--- config.mk ---
export PLATFORM = sky130hd
export DESIGN_NAME = i2c_stretch_timeout
export DESIGN_NICKNAME = d
export VERILOG_FILES = /design/src/rtl/stretch_pkg.sv /design/src/rtl/scl_sync_in.sv /design/src/rtl/stretch_counter.sv /design/src/rtl/stretch_status.sv /design/src/rtl/i2c_stretch_timeout.sv
export SDC_FILE = /design/constraint.sdc
export NUM_CORES = 1
export LEC_CHECK = 0
export ABC_CLOCK_PERIOD_IN_PS = 5280
export BUFFER_PORTS_ARGS = -buffer_cell sky130_fd_sc_hd__buf_2
export CAP_MARGIN = 0
export CORE_MARGIN = 10
export CORE_UTILIZATION = 40
export CTS_CLUSTER_DIAMETER = 60
export DETAILED_ROUTE_END_ITERATION = 8
export PLACE_DENSITY = 0.64
export SYNTH_ARGS = -nofsm -noshare
export SYNTH_HDL_FRONTEND = slang
export SYNTH_SLANG_ARGS = --single-unit
--- constraint.sdc ---
create_clock -name clk -period 5.28 [get_ports clk]
set_input_delay 0.264 -clock clk [delete_from_list [all_inputs] [get_ports clk]]
set_output_delay 0.264 -clock clk [all_outputs]
set_load 0.01 [all_outputs]
--- src/rtl/stretch_pkg.sv ---
package stretch_pkg;

    localparam int DEF_CNT_W       = 16;
    localparam int DEF_SYNC_STAGES = 2;

    typedef enum logic [1:0] {
        CNT_CLEAR = 2'd0,
        CNT_HOLD  = 2'd1,
        CNT_STEP  = 2'd2
    } cnt_action_e;

    // Decide what the stretch counter does this cycle.
    function automatic cnt_action_e pick_action(input logic host_low,
                                                input logic line_high,
                                                input logic at_max);
        if (host_low || line_high) return CNT_CLEAR;
        if (at_max)                return CNT_HOLD;
        return CNT_STEP;
    endfunction

    typedef struct packed {
        logic set_cond;
        logic clr_req;
    } irq_ctl_t;

endpackage

--- src/rtl/scl_sync_in.sv ---
module scl_sync_in #(
    parameter int STAGES = stretch_pkg::DEF_SYNC_STAGES
) (
    input  logic clk,
    input  logic rst,
    input  logic raw_in,
    output logic synced
);
    logic [STAGES-1:0] chain;

    generate
        for (genvar g = 0; g < STAGES; g++) begin : g_stage
            if (g == 0) begin : g_first
                always_ff @(posedge clk) begin
                    if (rst) chain[0] <= 1'b1;
                    else     chain[0] <= raw_in;
                end
            end else begin : g_next
                always_ff @(posedge clk) begin
                    if (rst) chain[g] <= 1'b1;
                    else     chain[g] <= chain[g-1];
                end
            end
        end
    endgenerate

    assign synced = chain[STAGES-1];
endmodule

--- src/rtl/stretch_counter.sv ---
module stretch_counter
    import stretch_pkg::*;
#(
    parameter int CNT_W = DEF_CNT_W
) (
    input  logic             clk,
    input  logic             rst,
    input  logic             host_low,
    input  logic             line_high,
    output logic [CNT_W-1:0] cnt
);
    localparam logic [CNT_W-1:0] CNT_MAX = {CNT_W{1'b1}};
    localparam logic [CNT_W-1:0] CNT_ONE = {{(CNT_W-1){1'b0}}, 1'b1};

    cnt_action_e act;

    always_comb act = pick_action(host_low, line_high, cnt == CNT_MAX);

    always_ff @(posedge clk) begin
        if (rst) cnt <= '0;
        else begin
            unique case (act)
                CNT_CLEAR: cnt <= '0;
                CNT_STEP:  cnt <= cnt + CNT_ONE;
                default:   cnt <= cnt;
            endcase
        end
    end


    clear_on_drive_chk: assert property (@(posedge clk) disable iff (rst)
        (host_low || line_high) |=> cnt == '0);

    step_chk: assert property (@(posedge clk) disable iff (rst)
        (!host_low && !line_high && cnt != CNT_MAX) |=> cnt == $past(cnt) + CNT_ONE);

    no_wrap_chk: assert property (@(posedge clk) disable iff (rst)
        (!host_low && !line_high && cnt == CNT_MAX) |=> cnt == CNT_MAX);
endmodule

--- src/rtl/stretch_status.sv ---
module stretch_status
    import stretch_pkg::*;
#(
    parameter int CNT_W = DEF_CNT_W
) (
    input  logic             clk,
    input  logic             rst,
    input  logic [CNT_W-1:0] cnt,
    input  logic [CNT_W-1:0] limit,
    input  logic             enable,
    input  logic             clr,
    output logic             irq
);
    irq_ctl_t ctl;

    always_comb begin
        ctl.set_cond = enable && (cnt > limit);
        ctl.clr_req  = clr;
    end

    always_ff @(posedge clk) begin
        if (rst)               irq <= 1'b0;
        else if (ctl.set_cond) irq <= 1'b1;
        else if (ctl.clr_req)  irq <= 1'b0;
    end


    disabled_quiet_chk: assert property (@(posedge clk) disable iff (rst)
        (!enable && !irq) |=> !irq);

    sticky_chk: assert property (@(posedge clk) disable iff (rst)
        (irq && !clr) |=> irq);

    reassert_chk: assert property (@(posedge clk) disable iff (rst)
        (enable && cnt > limit && clr) |=> irq);

    clear_takes_chk: assert property (@(posedge clk) disable iff (rst)
        (clr && !(enable && cnt > limit)) |=> !irq);
endmodule

--- src/rtl/i2c_stretch_timeout.sv ---
module i2c_stretch_timeout
    import stretch_pkg::*;
#(
    parameter int CNT_W       = DEF_CNT_W,
    parameter int SYNC_STAGES = DEF_SYNC_STAGES
) (
    input  logic             clk,
    input  logic             rst,
    input  logic             host_pull_req,
    input  logic             scl_in,
    input  logic [CNT_W-1:0] timeout_lim,
    input  logic             timeout_en,
    input  logic             irq_clr,
    output logic             scl_pull_o,
    output logic             stretch_irq,
    output logic [CNT_W-1:0] stretch_cnt
);
    logic scl_synced;

    always_ff @(posedge clk) begin
        if (rst) scl_pull_o <= 1'b0;
        else     scl_pull_o <= host_pull_req;
    end

    scl_sync_in #(.STAGES(SYNC_STAGES)) u_sync (
        .clk    (clk),
        .rst    (rst),
        .raw_in (scl_in),
        .synced (scl_synced)
    );

    stretch_counter #(.CNT_W(CNT_W)) u_cnt (
        .clk       (clk),
        .rst       (rst),
        .host_low  (host_pull_req),
        .line_high (scl_synced),
        .cnt       (stretch_cnt)
    );

    stretch_status #(.CNT_W(CNT_W)) u_stat (
        .clk    (clk),
        .rst    (rst),
        .cnt    (stretch_cnt),
        .limit  (timeout_lim),
        .enable (timeout_en),
        .clr    (irq_clr),
        .irq    (stretch_irq)
    );


    pad_follows_chk: assert property (@(posedge clk) disable iff (rst)
        1'b1 |=> scl_pull_o == $past(host_pull_req));
endmodule

==> impl_metrics.env, run 1 <==
export IMPL_path_clk_slew_ns=0.12
export IMPL_gp_congestion=0.7668
export IMPL_root_buffer="clkbuf_4"
export IMPL_max_freq_ghz=0.5213
export IMPL_cpMaxStageDelayCell="or4_1"
export IMPL_hold_class="input port to register"
export IMPL_drt_first_pass_iters=4
export IMPL_syn_inst=165
export IMPL_status="finished clean"
export IMPL_cts_buffers=3
export IMPL_crit_family="simple AND/OR/NAND/NOR gates"
export IMPL_cts_tree="yes"
export IMPL_period_share_pct=36.33
export IMPL_rsz0062_at_grt="false"
export IMPL_drt_wl_total_um=3528
export IMPL_ctsResizeCount=0
export IMPL_std_cell_rows=20
export IMPL_critical_path_peak_fanout=7
export IMPL_p_leak_uw=0.0007162
export IMPL_grt_ovfl_total=0
export IMPL_coreArea_um2=3128
export IMPL_post_place_cells=246
export IMPL_power_density_nw_per_um2=184.9
export IMPL_slowest_delay_ns=0.59
export IMPL_postSynthAreaPerCell_um2=8.152
export IMPL_num_antenna_cells=0
export IMPL_via_per_inst=5.380
export IMPL_dr_total_vias=1345
export IMPL_io_pin_count=40
export IMPL_cp_end_kind="register"
export IMPL_io_buffers=39
export IMPL_critPathKind="register to register"
export IMPL_wl_per_cell_um=14.11
export IMPL_seq_area_frac_synth_pct=29.77
export IMPL_setup_violations=0
export IMPL_final_cells=250
export IMPL_cts_hold_buf=0
export IMPL_clock_latency_ns=0.31
export IMPL_grt_usage_pct=11.75
export IMPL_area_growth_pct=21.95
export IMPL_path_cells="ha_1, nand4_1, or4_1, o31ai_1, a21oi_1"
export IMPL_drv_cap=0
export IMPL_finalHoldViolations=0
export IMPL_synth_cell_area_um2=1345
export IMPL_ant_nets=0
export IMPL_fin_crit_ns=1.918
export IMPL_grt_pass1_vias=1355
export IMPL_layout_drive_gt1_share_pct=26.21
export IMPL_cts_buffer_depth=2
export IMPL_slew_headroom_pct=57.58
export IMPL_grt_max_degree=15
export IMPL_clock_sinks=20
export IMPL_slew_violations=0
export IMPL_die_h_um=77.99
export IMPL_antenna_found_initial=0
export IMPL_ir_drop_uv=87.99
export IMPL_cp_required_ns=5.48
export IMPL_postCtsSetupBuffers=0
export IMPL_cts_max_level=1
export IMPL_grt_pass1_wl_um=6092
export IMPL_cp_num_buf_inv=0
export IMPL_fp_dieW_um=77.99
export IMPL_hpwl_um=2899
export IMPL_tns_ns=0
export IMPL_nets=246
export IMPL_startpoint_type="register"
export IMPL_arrival_ns=2.12
export IMPL_synth_fp_nets=204
export IMPL_dieArea_um2=6082
export IMPL_drt_iter0_markers=53
export IMPL_tightest_slew_ns=0.6311
export IMPL_ys_ff_latch=20
export IMPL_yosysWarnings=0
export IMPL_fin_worst_skew_ns=0.002630
export IMPL_initial_utilization_pct=43.00
export IMPL_drc=0
export IMPL_ys_types=33
layout by cell type (no fill, tap or decap), types with 3 or more instances in the layout:
master    instances
buf_2            39
inv_1            21
a21oi_1          20
dfxtp_1          20
ha_1             17
nand2_1          13
nor3_1            9
nand3_1           8
o31ai_1           7
or4_1             7
o21ai_0           4
nor2_1            4
nand4_1           3
a31oi_1           3
clkbuf_4          3
through the flow:
step | hold WS (ns) | cell area (µm²) | utilization, % | worst slack (ns) | total power (µW)
2_1_floorplan | 0.3356 | 1345 | - | 3.533 | 167.2
3_3_place_gp | 0.3936 | 1588 | 50.76 | 3.463 | 177.1
3_5_place_dp | 0.4027 | 1588 | 50.76 | 3.397 | 178.4
4_1_cts | 0.1229 | 1640 | 52.44 | 3.371 | 305.3
5_1_grt | 0.1192 | 1640 | 52.44 | 3.217 | 313.4
6_report | 0.1242 | 1640 | 52.44 | 3.362 | 303.3
synth_stat cells (all sizes together):
cell	instances	area share, %
nor2b	2	0.93
o2111ai	2	1.3
nand3	9	3.7
o31ai	7	3.9
or4	8	4.7
inv	21	5.9
and4	2	1.3
or2	2	0.93
nor3	11	4.8
dfxtp	20	30
a211oi	2	1.9
a31oi	3	1.4
a21oi	20	7.4
or3	2	0.93
nand4	4	2.3
o21ai	6	2.2
nor4	2	1.9
a21o	1	0.56
o21bai	1	0.56
a2111o	1	0.84
and3	1	0.47
ha	17	16
a2111oi	1	0.65
nor2	4	1.1
clkbuf	1	0.28
nand2	13	3.6
nand2b	1	0.47
buf	1	0.28
cell families (layout without fill, tap and decap cells):
logic type / count (synthesis) / in the layout / synth area share, %
AO/OA/AOI/OAI: 44 / 44 / 20.75
adder cells (fa/ha/maj): 17 / 17 / 15.81
buffers and inverters: 23 / 64 / 6.418
flip-flops: 20 / 20 / 29.77
AND/OR/NAND/NOR: 61 / 61 / 27.26
sequential cells by signal, summed over array words and instances, names as in the netlist:
signal / flops
u_cnt.cnt: 16
u_stat.irq: 1
u_sync.synced: 1
scl_pull_o: 1
u_sync.chain: 1
report_power, final:
group          switching, µW  internal [µW]
registers              0.463            152
clock network           51.9           76.8
logic                   10.7           11.4
total                   63.1            240
final cells by class:
type,instances,area (µm²)
clock inverter,1,30.03
timing repair buffer,39,195.2
fill,307,1488
clock buffer,3,22.52
inverter,21,78.83
multi-input combinational,122,858.3
tap,44,55.05
sequential,20,400.4
worst register-to-register path, stage by stage (launching register included):
cell     delay, ns
dfxtp_1       0.40
ha_1          0.34
nand4_1       0.21
or4_1         0.59
o31ai_1       0.21
a21oi_1       0.06
worst paths after layout:
check,end,start,cells after the start,slack [ns]
max,u_stat.irq,u_cnt.cnt[15],5,3.36
min,u_sync.chain[0],scl_in,2,0.12
max reg2reg,u_stat.irq,u_cnt.cnt[15],5,3.36
min reg2reg,u_sync.synced,u_sync.chain[0],1,0.43
layer usage:
metal / global-route usage, % / vias up / wire (µm)
met5: 0 / - / 0
met4: 3.226 / 0 / 40
met3: 3.111 / 5 / 190
met2: 18.33 / 33 / 1544
met1: 15.52 / 610 / 1752
li1: - / 697 / -
No activity file was read; power rests on OpenSTA's default activity.
==> run 2: changes to the inputs <==
- ABC_AREA: unset -> 1
- ABC_CLOCK_PERIOD_IN_PS: 5280 -> 1800
- clock period: 5.28 -> 1.8 ns (I/O delays scaled with it)
==> run 2 against run 1 <==
Clock skew hardly changed; clock-buffer cell count stayed put; critical endpoint is now u_cnt.cnt[9]; final area is 5.1% higher; sequential cell count stayed put.
==> impl_metrics.env, run 2 <==
export IMPL_slew_violations=0
export IMPL_crit_path_start="u_cnt.cnt[0]"
export IMPL_p_leak_uw=0.0009599
export IMPL_cts_buffer_depth=2
export IMPL_clock_latency_ns=0.30
export IMPL_cp_required_ns=2.05
export IMPL_fin_crit_ns=1.654
export IMPL_critical_path_peak_fanout=8
export IMPL_ys_top_cells_by_count="inv_1, nand2_1, nor2_1"
export IMPL_fin_worst_skew_ns=0.003059
export IMPL_synth_ff_type="dfxtp_1"
export IMPL_initial_utilization_pct=41.51
export IMPL_grt_max_degree=11
export IMPL_hold_class="input port to register"
export IMPL_coreArea_um2=3337
export IMPL_drc=0
export IMPL_status="finished clean"
export IMPL_nets=293
export IMPL_slowest_delay_ns=0.39
export IMPL_rr_worst_depth=6
export IMPL_critPathKind="register to register"
export IMPL_cts_max_level=1
export IMPL_rr_endpoint="u_cnt.cnt[9]"
export IMPL_setup_worst_path_end="u_cnt.cnt[9]"
export IMPL_netlist_top_cells_area="dfxtp_1, ha_1, inv_1"
export IMPL_grt_usage_pct=11.30
export IMPL_min_path_cells=4
export IMPL_postSynthAreaPerCell_um2=6.823
export IMPL_std_cell_rows=21
export IMPL_timing_rr_start="u_cnt.cnt[0]"
export IMPL_grt_pass1_vias=1352
export IMPL_antenna_found_initial=0
export IMPL_yosysWarnings=0
export IMPL_arrival_ns=1.90
export IMPL_finalHoldViolations=0
export IMPL_layout_drive_gt1_share_pct=21.83
export IMPL_io_pin_count=40
export IMPL_area_growth_pct=24.48
export IMPL_crit_cells=6
export IMPL_async_flop_share_pct=0
export IMPL_drv_cap=0
export IMPL_cpMaxStageDelayCell="dfxtp_1"
export IMPL_clock_sinks=20
export IMPL_hpwl_um=2758
export IMPL_cp_num_buf_inv=0
export IMPL_tightest_slew_ns=0.3251
export IMPL_grt_ovfl_total=0
export IMPL_crit_family="simple AND/OR/NAND/NOR gates"
export IMPL_r2r_slack_ns=0.15
export IMPL_largest_register="u_cnt.cnt"
export IMPL_path_cells="ha_1, nand2_2, nor3_4, nand4_2, nand3_1, o211a_1"
export IMPL_seq_area_frac_synth_pct=28.91
export IMPL_final_util_pct=51.67
export IMPL_synth_top_area_share_pct=28.91
export IMPL_cts_tree="yes"
export IMPL_dieArea_um2=6217
export IMPL_slew_headroom_pct=78.16
export IMPL_setup_violations=0
export IMPL_syn_inst=203
export IMPL_max_freq_ghz=0.6044
export IMPL_mostFrequentLayoutCell="inv_1"
export IMPL_num_antenna_cells=0
export IMPL_yosys_area_top_type="dfxtp_1"
export IMPL_grt_pass1_wl_um=6016
export IMPL_final_cells=298
export IMPL_path_clk_slew_ns=0.10
export IMPL_ir_drop_uv=304.0
export IMPL_die_h_um=78.85
export IMPL_drt_iter0_markers=59
export IMPL_via_per_inst=4.614
export IMPL_cts_buffers=3
export IMPL_fill_cells=384
export IMPL_gp_congestion=0.8278
export IMPL_startpoint_type="register"
export IMPL_synth_fp_nets=242
export IMPL_power_density_nw_per_um2=420.0
export IMPL_fp_dieW_um=78.85
export IMPL_cp_end_kind="register"
export IMPL_final_cell_mix="inv_1, nand2_1, buf_2, nor2_1, dfxtp_1"
export IMPL_ys_ff_latch=20
export IMPL_synth_cell_area_um2=1385
export IMPL_largest_reg_flops=16
export IMPL_drt_wl_total_um=3279
export IMPL_rsz0062_at_grt="true"
export IMPL_post_place_cells=290
export IMPL_ant_nets=0
export IMPL_drt_first_pass_iters=4
export IMPL_synth_edff_count=0
export IMPL_dr_total_vias=1375
export IMPL_root_buffer="clkbuf_4"
export IMPL_synth_most_common_cell="inv_1"
export IMPL_ys_types=28
export IMPL_io_buffers=39
export IMPL_wl_per_cell_um=11.00
export IMPL_period_share_pct=91.92
run 2: logic make-up after synthesis:
logic type,count (synthesis),synth area share (%)
adders and majority gates,17,15.36
and+or+nand+nor,90,30.08
AOI/OAI and AO/OA,30,12.47
buffers and inverters,44,11.92
xor gates and xnor gates,2,1.265
DFF,20,28.91
run 2: timing repair:
action	CTS	global route
gates resized for setup	0	1
hold endpoints to repair	3	0
setup buffers	0	1
setup endpoints to repair	0	6
hold buffers	4	0
run 2: worst min-delay path by stage:
stage / from / slack, ns / endpoint
floorplan: rst / 0.16 / u_stat.irq
global placement: scl_in / 0.27 / u_sync.chain[0]
detailed placement: scl_in / 0.28 / u_sync.chain[0]
CTS: irq_clr / 0.02 / u_stat.irq
global route: irq_clr / 0.03 / u_stat.irq
finish: irq_clr / 0.03 / u_stat.irq
run 2: area by class of cell:
class | count | area [µm²] | area share (%)
Inverter | 44 | 165.2 | 9.579
Tap cell | 46 | 57.56 | 3.338
Sequential cell | 20 | 401.6 | 23.29
Clock buffer | 3 | 22.52 | 1.306
Timing Repair Buffer | 46 | 257.7 | 14.95
Multi-Input combinational cell | 139 | 819.5 | 47.53
run 2: metal layers:
layer	up-vias	wire length [µm]	GRT usage (%)
met3	5	227	3.716
met4	0	44	3.943
met5	-	0	0
met2	30	1503	19.00
met1	595	1504	13.15
li1	745	-	-
run 2: worst min-delay path: stages:
cell	delay, ns
buf_2	0.07
inv_1	0.03
nand2_1	0.04
a21oi_1	0.05
run 2: metrics by stage:
stage               hold slack (ns)  setup slack, ns  power, µW   TNS, ns  instance area, µm²
finish                      0.02849           0.1455      724.2         0                1724
global route                0.03082        -0.006668      773.4  -0.01314                1724
CTS                         0.02087           0.1374      738.1         0                1715
detailed placement           0.2772           0.1649      521.7         0                1653
global placement             0.2726           0.2210      520.9         0                1653
floorplan                    0.1591           0.2494      490.6         0                1385
run 2: report_power, final:
group	total (µW)	switching (µW)	internal [µW]
logic	70.1	31.7	38.5
clock network	207	129	78.0
registers	447	0.969	446
==> run 3: changes to the inputs <==
- ABC_CLOCK_PERIOD_IN_PS: 1800 -> 2100
- BUFFER_PORTS_ARGS: -buffer_cell sky130_fd_sc_hd__buf_2 -> unset
- DONT_BUFFER_PORTS: unset -> 1
- PLACE_DENSITY: 0.64 -> 0.54
- clock period: 1.8 -> 2.1 ns (I/O delays scaled with it)
==> run 3 against run 2 <==
Hold slack worse by 0.0012 ns; register-to-register slack better by 0.17 ns; clock-buffer cell count up 1; cell count down 13%; via count down 7.0%; fmax down 7.4%; final area down 11%; die area unchanged.
==> impl_metrics.env, run 3 (synthesis results as in run 2) <==
export IMPL_drc=0
export IMPL_fp_dieW_um=78.85
export IMPL_root_buffer="clkbuf_4"
export IMPL_grt_use_met2_pct=19.16
export IMPL_grt_pass1_wl_um=5651
export IMPL_layout_drive_gt1_share_pct=7.042
export IMPL_regArea_um2=400.4
export IMPL_slew_headroom_pct=72.73
export IMPL_min_path_cells=3
export IMPL_fill_cells=370
export IMPL_critPathKind="register to register"
export IMPL_drt_iter0_markers=53
export IMPL_grt_use_met1_pct=12.17
export IMPL_setup_violations=0
export IMPL_drt_first_pass_iters=4
export IMPL_grt_busiest_layer="met2"
export IMPL_gp_congestion=0.8706
export IMPL_post_place_ws_ns=0.3423
export IMPL_drv_cap=0
export IMPL_p_leak_uw=0.0007772
export IMPL_ant_nets=0
export IMPL_ir_drop_uv=345.9
export IMPL_clock_latency_ns=0.30
export IMPL_postPlaceCellArea_um2=1458
export IMPL_fin_hold_ws_ns=0.02733
export IMPL_multi_input_area_um2=819.5
export IMPL_io_buffers=0
export IMPL_dieArea_um2=6217
export IMPL_drt_wl_total_um=3421
export IMPL_grt_max_degree=12
export IMPL_mostFrequentLayoutCell="inv_1"
export IMPL_coreArea_um2=3337
export IMPL_nets=253
export IMPL_clock_sinks=20
export IMPL_cp_required_ns=2.36
export IMPL_cts_buffers=3
export IMPL_hpwl_um=2830
export IMPL_cts_buffer_depth=2
export IMPL_critical_path_peak_fanout=8
export IMPL_period_share_pct=85.11
export IMPL_fin_worst_skew_ns=0.001696
export IMPL_cp_end_kind="register"
export IMPL_power_density_nw_per_um2=423.5
export IMPL_cts_max_level=1
export IMPL_arrival_ns=2.04
export IMPL_tightest_slew_ns=0.4059
export IMPL_wl_per_cell_um=13.21
export IMPL_std_cell_rows=21
export IMPL_antenna_found_initial=0
export IMPL_max_freq_ghz=0.5595
export IMPL_cts_tree="yes"
export IMPL_final_area_um2=1534
export IMPL_die_h_um=78.85
export IMPL_total_power_uw=649.7
export IMPL_grt_usage_pct=10.98
export IMPL_fin_ws_ns=0.3127
export IMPL_finalHoldViolations=0
export IMPL_path_clk_slew_ns=0.11
export IMPL_fin_crit_ns=1.787
export IMPL_area_growth_pct=10.75
export IMPL_rr_worst_depth=6
export IMPL_startpoint_type="register"
export IMPL_grt_pass1_vias=1186
export IMPL_hold_class="input port to register"
export IMPL_slew_violations=0
export IMPL_status="finished clean"
export IMPL_largest_reg_flops=16
export IMPL_num_antenna_cells=0
export IMPL_tns_ns=0
export IMPL_grt_ovfl_total=0
export IMPL_initial_utilization_pct=41.51
export IMPL_gr_usage_met3_pct=5.068
export IMPL_final_cell_mix="inv_1, nand2_1, nor2_1, dfxtp_1, ha_1"
export IMPL_dr_total_vias=1279
export IMPL_largest_register="u_cnt.cnt"
export IMPL_rsz0062_at_grt="false"
export IMPL_io_pin_count=40
export IMPL_via_per_inst=4.938
## run 3: cell count changes in the layout (fill, tap and decap cells not counted), sizes merged
cell,previous run,this run
buf,42,2
clkbuf,3,4
## run 3: area by class of cell
cell class | instances | share of cell area (%)
clock buffers | 4 | 2.365
inverters | 44 | 10.77
flip-flops and latches | 20 | 26.10
multi-input cells | 139 | 53.43
repair buffers | 6 | 3.589
well taps | 46 | 3.752
## run 3: through the flow
step	std cells	utilization, %
after floorplan	203	-
after global placement	251	43.68
after detailed placement	251	43.68
after CTS	259	45.97
after global routing	259	45.97
final	259	45.97
## run 3: path summary, 6_finish.rpt
check                                      to  slack, ns             from
worst max-delay path             u_cnt.cnt[9]       0.31     u_cnt.cnt[1]
worst min register to register  u_sync.synced       0.43  u_sync.chain[0]
worst min-delay path            u_cnt.cnt[14]       0.03              rst
worst max register to register   u_cnt.cnt[9]       0.31     u_cnt.cnt[1]
## run 3: power by group
group	internal (µW)	leakage [µW]	switching (µW)
logic	19.2	0.000594	21.7
clock network	106	0.0000210	119
registers	382	0.000162	1.99
total	507	0.000777	142
## run 3: critical path, stage by stage (launching register included)
cell and delay [ns]:
dfxtp_1 0.49, ha_1 0.26, nand2_2 0.09, nor3_4 0.30, nand4_2 0.28, nand3_1 0.18
o211a_1 0.14
## run 3: repair_timing
item | in CTS | in global routing
hold buffers | 4 | 0
hold endpoints to repair | 6 | 0
gates resized for setup | 0 | 0
setup buffers | 0 | 0
## run 3: routing by layer
| layer | up-vias | wire length (µm) |
|---|---|---|
| met5 | - | 0 |
| met1 | 569 | 1357 |
| li1 | 669 | - |
| met4 | 0 | 9 |
| met3 | 2 | 343 |
| met2 | 39 | 1711 |
